$ cat config.mk
export PLATFORM = sky130hd
export DESIGN_NAME = wbm_merge_buf
export DESIGN_NICKNAME = d
export VERILOG_FILES = /design/src/rtl/wbm_pkg.sv /design/src/rtl/wbm_tag_match.sv /design/src/rtl/wbm_age_fifo.sv /design/src/rtl/wbm_drain_fsm.sv /design/src/rtl/wbm_merge_buf.sv
export SDC_FILE = /design/constraint.sdc
export NUM_CORES = 1
export LEC_CHECK = 0
export ABC_CLOCK_PERIOD_IN_PS = 4400
export BUFFER_PORTS_ARGS = -buffer_cell sky130_fd_sc_hd__clkbuf_2
export CAP_MARGIN = 20
export CORE_AREA = 8 8 245 247
export CTS_CLUSTER_DIAMETER = 60
export DETAILED_ROUTE_END_ITERATION = 10
export DIE_AREA = 0 0 253 255
export GPL_TIMING_DRIVEN = 0
export HOLD_SLACK_MARGIN = 0.05
export PLACE_DENSITY = 0.86
export SYNTH_ARGS = -nofsm -noshare
export SYNTH_HDL_FRONTEND = slang
export SYNTH_HIERARCHICAL = 1
export SYNTH_SLANG_ARGS = --single-unit
$ cat constraint.sdc
create_clock -name clk -period 4.4 [get_ports clk]
set_clock_uncertainty 0.1 [all_clocks]
set_input_delay 0.66 -clock clk [delete_from_list [all_inputs] [get_ports clk]]
set_output_delay 0.66 -clock clk [all_outputs]
set_load 0.05 [all_outputs]
$ cat src/rtl/wbm_pkg.sv
package wbm_pkg;

    typedef enum logic {
        DR_IDLE,
        DR_SEND
    } drain_state_t;

    function automatic int idx_bits(input int n);
        return (n > 1) ? $clog2(n) : 1;
    endfunction

endpackage

$ cat src/rtl/wbm_tag_match.sv
module wbm_tag_match #(
    parameter int N  = 4,
    parameter int TW = 28,
    localparam int IW = wbm_pkg::idx_bits(N)
) (
    input  logic [N-1:0]    ent_valid,
    input  logic [N*TW-1:0] ent_tags,
    input  logic [TW-1:0]   probe_tag,
    input  logic            lock_on,
    input  logic [IW-1:0]   lock_idx,
    output logic [N-1:0]    match_vec,
    output logic            hit,
    output logic [IW-1:0]   hit_idx
);

    for (genvar g = 0; g < N; g++) begin : g_cmp
        assign match_vec[g] = ent_valid[g]
                            && (ent_tags[g*TW +: TW] == probe_tag)
                            && !(lock_on && (lock_idx == IW'(g)));
    end

    assign hit = |match_vec;

    always_comb begin
        hit_idx = '0;
        for (int i = N - 1; i >= 0; i--) begin
            if (match_vec[i]) hit_idx = IW'(i);
        end
    end

endmodule

$ cat src/rtl/wbm_age_fifo.sv
module wbm_age_fifo #(
    parameter int N = 4,
    localparam int IW = wbm_pkg::idx_bits(N),
    localparam int CW = $clog2(N + 1)
) (
    input  logic          clk,
    input  logic          rst_n,
    input  logic          push,
    input  logic [IW-1:0] push_idx,
    input  logic          pop,
    output logic [IW-1:0] head_idx,
    output logic [CW-1:0] count,
    output logic          nonempty
);

    logic [IW-1:0] q [N];
    logic [IW-1:0] rd_ptr, wr_ptr;

    function automatic logic [IW-1:0] bump(input logic [IW-1:0] p);
        return (p == IW'(N - 1)) ? '0 : p + 1'b1;
    endfunction

    always_ff @(posedge clk or negedge rst_n) begin
        if (!rst_n) begin
            rd_ptr <= '0;
            wr_ptr <= '0;
            count  <= '0;
            for (int i = 0; i < N; i++) q[i] <= '0;
        end else begin
            if (push) begin
                q[wr_ptr] <= push_idx;
                wr_ptr    <= bump(wr_ptr);
            end
            if (pop) rd_ptr <= bump(rd_ptr);
            count <= count + CW'(push) - CW'(pop);
        end
    end

    assign head_idx = q[rd_ptr];
    assign nonempty = (count != '0);

endmodule

$ cat src/rtl/wbm_drain_fsm.sv
module wbm_drain_fsm
    import wbm_pkg::*;
(
    input  logic clk,
    input  logic rst_n,
    input  logic pending,
    input  logic mem_ack,
    output logic mem_req,
    output logic lock,
    output logic retire
);

    drain_state_t state, state_nx;

    always_ff @(posedge clk or negedge rst_n) begin
        if (!rst_n) state <= DR_IDLE;
        else        state <= state_nx;
    end

    always_comb begin
        state_nx = state;
        unique case (state)
            DR_IDLE: if (pending) state_nx = DR_SEND;
            DR_SEND: if (mem_ack) state_nx = DR_IDLE;
            default: state_nx = DR_IDLE;
        endcase
    end

    always_comb begin
        mem_req = 1'b0;
        lock    = 1'b0;
        retire  = 1'b0;
        unique case (state)
            DR_IDLE: ;
            DR_SEND: begin
                mem_req = 1'b1;
                lock    = 1'b1;
                retire  = mem_ack;
            end
            default: ;
        endcase
    end

endmodule

$ cat src/rtl/wbm_merge_buf.sv
module wbm_merge_buf #(
    parameter int N     = 4,
    parameter int WORDS = 4,
    parameter int DW    = 32,
    parameter int AW    = 32,
    localparam int BPW  = DW / 8,
    localparam int BPB  = WORDS * BPW,
    localparam int BYB  = $clog2(BPW),
    localparam int OFFB = $clog2(BPB),
    localparam int WIB  = OFFB - BYB,
    localparam int TW   = AW - OFFB,
    localparam int IW   = wbm_pkg::idx_bits(N),
    localparam int CW   = $clog2(N + 1)
) (
    input  logic                clk,
    input  logic                rst_n,
    input  logic                st_valid,
    input  logic [AW-1:0]       st_addr,
    input  logic [DW-1:0]       st_data,
    input  logic [BPW-1:0]      st_be,
    output logic                st_stall,
    output logic                mem_req,
    output logic [AW-1:0]       mem_addr,
    output logic [WORDS*DW-1:0] mem_data,
    output logic [WORDS-1:0]    mem_wmask,
    output logic [BPB-1:0]      mem_bmask,
    input  logic                mem_ack
);

    logic [N-1:0]    valid_q;
    logic [TW-1:0]   tag_q  [N];
    logic [DW-1:0]   data_q [N][WORDS];
    logic [BPB-1:0]  bm_q   [N];

    logic [N*TW-1:0] tags_flat;
    logic [TW-1:0]   st_tag;
    logic [WIB-1:0]  st_widx;
    logic [BPB-1:0]  new_bm;
    logic [N-1:0]    match_vec;
    logic            hit, free_any, accept, lock, retire, pending;
    logic [IW-1:0]   hit_idx, free_idx, tgt, head_idx;
    logic [CW-1:0]   fill_count;

    assign st_tag  = st_addr[AW-1:OFFB];
    assign st_widx = st_addr[OFFB-1:BYB];

    always_comb begin
        for (int i = 0; i < N; i++) tags_flat[i*TW +: TW] = tag_q[i];
    end

    wbm_tag_match #(.N(N), .TW(TW)) u_match (
        .ent_valid (valid_q),
        .ent_tags  (tags_flat),
        .probe_tag (st_tag),
        .lock_on   (lock),
        .lock_idx  (head_idx),
        .match_vec (match_vec),
        .hit       (hit),
        .hit_idx   (hit_idx)
    );

    always_comb begin
        free_any = 1'b0;
        free_idx = '0;
        for (int i = N - 1; i >= 0; i--) begin
            if (!valid_q[i]) begin
                free_any = 1'b1;
                free_idx = IW'(i);
            end
        end
    end

    assign st_stall = st_valid && !hit && !free_any;
    assign accept   = st_valid && !st_stall;
    assign tgt      = hit ? hit_idx : free_idx;

    always_comb begin
        new_bm = '0;
        new_bm[st_widx*BPW +: BPW] = st_be;
    end

    wbm_age_fifo #(.N(N)) u_age (
        .clk      (clk),
        .rst_n    (rst_n),
        .push     (accept && !hit),
        .push_idx (free_idx),
        .pop      (retire),
        .head_idx (head_idx),
        .count    (fill_count),
        .nonempty (pending)
    );

    wbm_drain_fsm u_fsm (
        .clk     (clk),
        .rst_n   (rst_n),
        .pending (pending),
        .mem_ack (mem_ack),
        .mem_req (mem_req),
        .lock    (lock),
        .retire  (retire)
    );

    always_ff @(posedge clk or negedge rst_n) begin
        if (!rst_n) begin
            valid_q <= '0;
            for (int i = 0; i < N; i++) begin
                tag_q[i] <= '0;
                bm_q[i]  <= '0;
                for (int w = 0; w < WORDS; w++) data_q[i][w] <= '0;
            end
        end else begin
            if (retire) valid_q[head_idx] <= 1'b0;
            if (accept) begin
                if (!hit) begin
                    valid_q[tgt] <= 1'b1;
                    tag_q[tgt]   <= st_tag;
                    bm_q[tgt]    <= new_bm;
                end else begin
                    bm_q[tgt]    <= bm_q[tgt] | new_bm;
                end
                for (int b = 0; b < BPW; b++) begin
                    if (st_be[b]) data_q[tgt][st_widx][8*b +: 8] <= st_data[8*b +: 8];
                end
            end
        end
    end

    always_comb begin
        mem_addr  = {tag_q[head_idx], {OFFB{1'b0}}};
        mem_bmask = bm_q[head_idx];
        for (int w = 0; w < WORDS; w++) begin
            mem_data[w*DW +: DW] = data_q[head_idx][w];
            mem_wmask[w]         = |bm_q[head_idx][w*BPW +: BPW];
        end
    end

endmodule

# Word level (Yosys, flattened, before mapping)
# Index checks and enable logic that the tools add are counted.
# word_totals
ff_bits	708
in_bits	72
out_inout_bits	182
word_cells	189
# op_classes
addsub	5
order_cmp	12
n_eq_ne	9
shifts	2
mux	80
bitwise	12
n_reduce_logical	36
# op_table
operator	count
512-bit 2-to-1 mux	7
512-bit bitwise mux	4
128-bit demux with 2-bit select	4
128-bit 2-to-1 mux	6
128-bit binary-select mux with 2-bit select	1
32-bit demux with 2-bit select	4
64-bit bitwise mux	2
112-bit bitwise mux	1
28-bit == test	4
16-bit 2-to-1 mux	6
28-bit 2-to-1 mux	3
16-bit binary-select mux with 2-bit select	2
64-bit 2-to-1 mux	1
28-bit binary-select mux with 2-bit select	1
28-bit demux with 2-bit select	1
4-bit negation with 34-bit output	1
4-bit by 34-bit variable shift with 16-bit output (first input constant)	1
4-bit by 34-bit variable part select with 16-bit output	1
16-bit demux with 2-bit select	1
32-bit 2-to-1 mux	1
2-bit 2-to-1 mux	14
24-bit 2-to-1 mux	1
1-bit logical AND	21
4-bit OR reduction	5
other kinds (28)	63

# Logic depth before layout (Yosys ltp)
# Gate-level depths: netlist (run 1).
# logic_depth
ltp_word	29
ltp_mapped	16
mapped_depth_nobuf	14

# Hierarchy
# Netlist (run 1), hierarchy kept.
# modules_own_cells
mod	n_inst	cells_per_inst	area_each_um2	seq_area_each_um2
wbm_merge_buf	1	1864	31769.2	17316.6
wbm_tag_match	1	174	1373.8	0.0
wbm_age_fifo	1	53	735.7	375.4
wbm_drain_fsm	1	5	53.8	25.0

# Least setup slack after synthesis (run 1)
# No wires, ideal clock.
# synth_timing
kind	reg2out
start	reg u_age.rd_ptr[0]
end	out st_stall
t_arrival_ns	3.752
required_time_ns	3.640
setup_slack_ns	-0.112
stages_incl_launch_ff	12
path_buffers	3
cell_sequence	dfrtp_1 -> mux4_1 -> nand2b_1 -> o211ai_2 -> nor3_1 -> nand4_2 -> inv_2 -> or4_1 -> buf_4 -> clkbuf_1 -> buf_1 -> nor3b_1
# synth_via
elab_chain_cells	12
word_cells_on_any_way	24
cone_classes	eq/ne: 3; mux: 3; bitwise: 1; reduce/logical: 17
# synth_lines
element	line_no	text
start: declaration	wbm_age_fifo.sv:17	logic [IW-1:0] rd_ptr, wr_ptr;
start signal: assignment	wbm_age_fifo.sv:34	if (pop) rd_ptr <= bump(rd_ptr);
2-bit inverter with 3-bit output (implied by the code)	wbm_age_fifo.sv:39	assign head_idx = q[rd_ptr];
2-bit binary-select mux with 2-bit select	wbm_age_fifo.sv:39	
2-bit 2-to-1 mux (implied by the code) (2 in a row)	wbm_age_fifo.sv:39	
named net head_idx[1]	wbm_merge_buf.sv:41	logic [IW-1:0] hit_idx, free_idx, tgt, head_idx;
2-bit by 1-bit == test with 1-bit output	wbm_tag_match.sv:19	&& !(lock_on && (lock_idx == IW'(g)));
1-bit logical AND	wbm_tag_match.sv:19	
1-bit logical NOT	wbm_tag_match.sv:19	
1-bit logical AND	wbm_tag_match.sv:19	
named net match_vec[1]	wbm_merge_buf.sv:39	logic [N-1:0] match_vec;
4-bit OR reduction	wbm_tag_match.sv:22	assign hit = |match_vec;
named net hit	wbm_merge_buf.sv:40	logic hit, free_any, accept, lock, retire, pending;
1-bit logical NOT	--	
1-bit logical AND (2 in a row)	wbm_merge_buf.sv:73	assign st_stall = st_valid && !hit && !free_any;
end: declaration	wbm_merge_buf.sv:21	output logic st_stall,
# The timed path passes the listed nets, and every way through them passes these cells. The select of a mux whose other input is x is not followed.

# Worst setup path after layout (run 1)
# layout_timing
start	reg u_age.rd_ptr[0]
end	out st_stall
# layout_via
elab_chain_cells	12
word_cells_on_any_way	24
cone_classes	eq/ne: 3; mux: 3; bitwise: 1; reduce/logical: 17
# layout_lines
element	line_no
2-bit inverter with 3-bit output (implied by the code)	wbm_age_fifo.sv:39
2-bit binary-select mux with 2-bit select	wbm_age_fifo.sv:39
2-bit 2-to-1 mux (implied by the code) (2 in a row)	wbm_age_fifo.sv:39
named net head_idx[0]	wbm_merge_buf.sv:41
2-bit == test	wbm_tag_match.sv:19
1-bit logical AND	wbm_tag_match.sv:19
1-bit logical NOT	wbm_tag_match.sv:19
1-bit logical AND	wbm_tag_match.sv:19
named net match_vec[2]	wbm_merge_buf.sv:39
4-bit OR reduction	wbm_tag_match.sv:22
named net hit	wbm_merge_buf.sv:40
1-bit logical NOT	--
1-bit logical AND (2 in a row)	wbm_merge_buf.sv:73
# The timed path passes the listed nets, and every way through them passes these cells. The select of a mux whose other input is x is not followed.

==> impl_metrics.toml, run 1 <==
[clock_network]
cts_tree = "built"
path_clk_slew_ps = 60
numCtsBuffers = 74
clk_path_buf_depth = 3
clock_latency_ps = 620
clock-sinks = 708
cts_root_buffer = "clkbuf_16"
htree_num_levels = 3

[setup_path]
crit_arrival_ps = 3700
cp_cell_sequence = "mux4_2 -> o21ai_0 -> nor4_2 -> nand4_2 -> inv_2 -> or4_4 -> buf_6 -> buf_6 -> buf_6 -> nor3b_4 -> buf_8"
cp_max_fo = 10
critPathRequiredTime_ps = 3640
crit_slowest_cell = "mux4_2"
cpPeakStageDelay_ps = 600
worst-path-buf-inv = 5
worst_setup_path_end_kind = "output port"
startpoint_type = "register"
path_common_cell = "buf_6"
critPathTopFamily = "simple AND/OR/NAND/NOR gates"
path_class = "reg -> out"

[grt]
grt_max_degree = 123
grt_util_all_layers = 0.304
grt_antenna_before_repair = 4
grt.overflow.total = 0
grt_pass1_vias = 23100
grt_pass1_wl_um = 146000

[synthesis]
synthArstFlopShare = 1.00
synth_area_per_cell_um2 = 16.2
ys_seq_area_frac = 0.522
synth_top_area_share = 0.522
synthTopCellsByArea = "dfrtp_1 (52%), mux2_2 (23%), mux4_2 (12%)"
synth_top_family_by_area = "multiplexers"
synthSimpleGateAreaFrac = 0.0360
synth_top_cell_by_area = "dfrtp_1"
synthFlopType = "dfrtp_1"
synth-xor-area-share = 0.0294
synth-compound-area-share = 0.0244
synth_fa_ha_area_frac = 0.00612
syn_area_um2 = 33900
netlist_instances = 2096
ys_types = 56
synth-seq-cells = 708
synth_edf_count = 0
yosysWarnings = 6
synthMuxAreaShare = 0.358

[finish]
finish.instance_area_um2 = 40200
area_growth_pct = 18.5
layout_commonest_cell = "dfrtp_1"
layout-drive-gt1-share = 0.587
layout.nets = 2578
final_cell_mix = "dfrtp_1 (707), mux2_2 (680), clkbuf_2 (262)"

[place]
numPortBuffers = 242
place_hpwl_um = 66400
gp_congestion = 0.891
placed_area_um2 = 36500

[route]
dr.pass1.iters = 5
vias = 21600
drtIter0Drc = 2247
routed_wl_um = 102000
drc = 0
routedWlPerCell_um = 30.9
routed_via_density = 6.53
ant_nets = 0

[timing]
layout_min_cycle_time_ps = 4460
rsz0062_at_grt = "true"
fmaxAchievable_mhz = 224
hold_viol = 0
fin_crit_sh = 1.01
worst_pin_slew_ps = 1100
final-max-slew-violation-count = 0
relSlewSlack = 0.254
layout_setup_ws_ps = -62.6
setup_violations = 9

[floorplanning]
die_w_um = 253
core-area_um2 = 56000
die-area_um2 = 64500
die_h_um = 255
io_pins = 254
num_rows = 87
initial_core_util = 0.606

[hold_path]
hold_path_class = "in -> reg"

[outcome]
status = "finished with violations"
violations = "negative setup slack"

[job]
cap_violations = 0
## registers in the layout, summed over array words and instances, names as in the netlist
register and cells:
bm_q 64, data_q 512, tag_q 112, u_age/count 3
u_age/q 8, u_age/rd_ptr 2, u_age/wr_ptr 2, u_fsm/state 1
valid_q 4
## metrics by stage
stage	utilization	cells	setup TNS [ps]	setup WS (ps)	hold slack [ps]
after floorplan	-	2099	0	379	264
after global placement	0.645	3097	-9079010	-12690	353
after detailed placement	0.652	3115	-168400	-534	375
after CTS	0.708	3270	-1540	-187	120
after global routing	0.719	3302	-2410	-147	133
final	0.719	3303	-291	-62.6	138
## logic make-up (layout without fill, tap and decap cells)
family / after synthesis / in the layout
other: 1 / 5
buffers and inverters: 169 / 616
AO/OA/AOI/OAI: 84 / 84
AND/OR/NAND/NOR: 115 / 115
flip-flops: 708 / 708
adder cells (fa/ha/maj): 16 / 16
multiplexers: 889 / 889
XOR/XNOR: 114 / 114
## synth_stat cells, types with 17 or more instances
master	count
a211o_1	17
a211oi_2	18
buf_2	50
buf_4	17
clkbuf_1	63
dfrtp_1	708
mux2_1	18
mux2_2	680
mux4_2	188
nand4_1	18
nor4_4	31
xnor2_1	78
xor2_1	36
## layer usage
layer | track usage | vias up | routed length, um
met1 | 0.378 | 11500 | 37800
li1 | - | 8701 | -
met3 | 0.0757 | 318 | 8090
met5 | 0 | - | 36
met4 | 0.136 | 6 | 5560
met2 | 0.504 | 1069 | 50600
## worst paths after layout
check | from | end | slack (ps) | depth (start not counted)
setup / recovery | u_age/rd_ptr[0] | st_stall | -60 | 11
hold / removal | mem_ack | u_fsm/state | 140 | 2
setup reg to reg | u_age/rd_ptr[0] | data_q[70] | -50 | 12
hold reg to reg | u_age/count[2] | u_age/count[2] | 380 | 1
max in group asynchronous | rst_n | data_q[465] | 1790 | 5
min in group asynchronous | rst_n | bm_q[5] | 530 | 2
## what timing repair did
action / CTS / global route
endpoints found under the setup margin: 826 / 441
endpoints found under the hold margin: 72 / 0
setup buffers: 22 / 32
hold buffers: 1 / 0
pin swaps: 19 / 29
gates resized for setup: 88 / 25
## cell type report
class                      count  area [um^2]
antenna                        1         2.50
buffer                       155          877
clock buffer                 110         2190
clock inverter                22          263
fill                        3416        15700
inverter                      14         52.6
multi-input combinational   1222        15700
sequential                   708        17700
tap                          756          946
timing repair buffer         315         2520
Power of run 1 is left out: the tool's default activity adds up to more than one toggle a clock period on the data nets, which glitch-free logic cannot reach.
==> run 2, diff against run 1 <==
Settings changed: SKIP_CTS_REPAIR_TIMING set to 1.
==> run 2 against run 1 <==
Compared with the run above: the run still ends with negative setup slack left; via count increased by 1.6%; register-to-register slack got worse by 80 ps; design area increased by 0.24%; global-route usage decreased by 0.68 points; sequential cell count unchanged; critical endpoint unchanged; highest routed layer unchanged.
==> impl_metrics.toml, run 2 (synthesis results as in run 1) <==
[outcome]
status = "finished with violations"
violations = "negative setup slack"

[floorplanning]
die-area_um2 = 64500
num_rows = 87
core-area_um2 = 56000
io_pins = 254
die_h_um = 255
initial_core_util = 0.606
die_w_um = 253

[setup_path]
crit_arrival_ps = 3820
startpoint_type = "register"
path_class = "reg -> out"
worst_setup_path_end_kind = "output port"
cp_max_fo = 10
critPathRequiredTime_ps = 3640

[route]
vias = 21900
drc = 0
routedWlPerCell_um = 31.1
drtIter0Drc = 2054
routed_wl_um = 103000
ant_nets = 0
routed_via_density = 6.64
dr.pass1.iters = 5

[grt]
grt_util_all_layers = 0.297
grt.overflow.total = 0
grt_pass1_vias = 22700
grt_max_degree = 123
grt_antenna_before_repair = 4
grt_pass1_wl_um = 143000

[finish]
area_growth_pct = 18.8
final_cell_mix = "dfrtp_1 (707), mux2_2 (680), clkbuf_2 (267)"
reg_top3 = "data_q x512, tag_q x112, bm_q x64"
layout_commonest_cell = "dfrtp_1"
final_util = 0.721
regMostFlops = "data_q"
layout-drive-gt1-share = 0.588
fillers = 3367
largest_register_ffs = 512
layout.nets = 2578
instances_no_fill = 3303

[timing]
layout_setup_ws_ps = -177
hold_viol = 0
layout_min_cycle_time_ps = 4580
setup_violations = 118
worst_pin_slew_ps = 1140
relSlewSlack = 0.227
final-max-slew-violation-count = 0
fmaxAchievable_mhz = 218
rsz0062_at_grt = "true"
fin_crit_sh = 1.04

[place]
gp_congestion = 0.891
place_hpwl_um = 66400
dp_slack_ps = -534
place_inst = 3115
numPortBuffers = 242

[clock_network]
path_clk_slew_ps = 60
cts_tree = "built"
numCtsBuffers = 74
clock_latency_ps = 630
clock-sinks = 708
clk_path_buf_depth = 3
htree_num_levels = 3
cts_root_buffer = "clkbuf_16"

[hold_path]
hold_path_class = "in -> reg"

[job]
cap_violations = 0
[run 2: worst paths after layout]
kind | from | end | slack, ps | cells past startpoint
min reg2reg | u_age/count[2] | u_age/count[2] | 380 | 1
min | mem_ack | u_fsm/state | 130 | 2
max in group asynchronous | rst_n | data_q[145] | 1830 | 5
min in group asynchronous | rst_n | bm_q[5] | 520 | 2
max | u_age/rd_ptr[0] | st_stall | -180 | 11
max reg2reg | u_age/rd_ptr[0] | data_q[101] | -130 | 13
[run 2: cell type report]
cell class / count / area, um^2 / share of cell area
diodes: 1 / 2.50 / 0.0000621
plain buffers: 153 / 851 / 0.0211
clock buffers: 110 / 2190 / 0.0543
clock inverters: 22 / 263 / 0.00652
inverters: 14 / 52.6 / 0.00130
multi-input cells: 1222 / 15700 / 0.389
flip-flops and latches: 708 / 17700 / 0.439
well taps: 756 / 946 / 0.0235
repair buffers: 317 / 2610 / 0.0646
[run 2: worst max-delay path, cell delays in order (launching register included)]
cell	delay, ps
dfrtp_2	420
mux4_2	600
o21ai_0	350
nor4_2	80
nand4_2	140
inv_2	40
or4_4	530
buf_6	170
buf_6	150
buf_6	160
nor3b_4	330
buf_6	210
[run 2: stage by stage]
step | setup TNS [ps] | area (um^2) | hold slack, ps
finish | -4870 | 40300 | 134
global route | -17010 | 40300 | 131
CTS | -231870 | 38900 | -31.5
detailed placement | -168400 | 36500 | 375
global placement | -9079010 | 36100 | 353
floorplan | 0 | 33900 | 264
[run 2: per-layer routing]
layer | track usage | vias up | part of all wire
li1 | - | 8716 | -
met1 | 0.375 | 11700 | 0.36
met2 | 0.491 | 1174 | 0.49
met3 | 0.0723 | 365 | 0.084
met4 | 0.128 | 6 | 0.058
met5 | 0 | - | 0.00048
Power of run 2 is left out for the same reason.
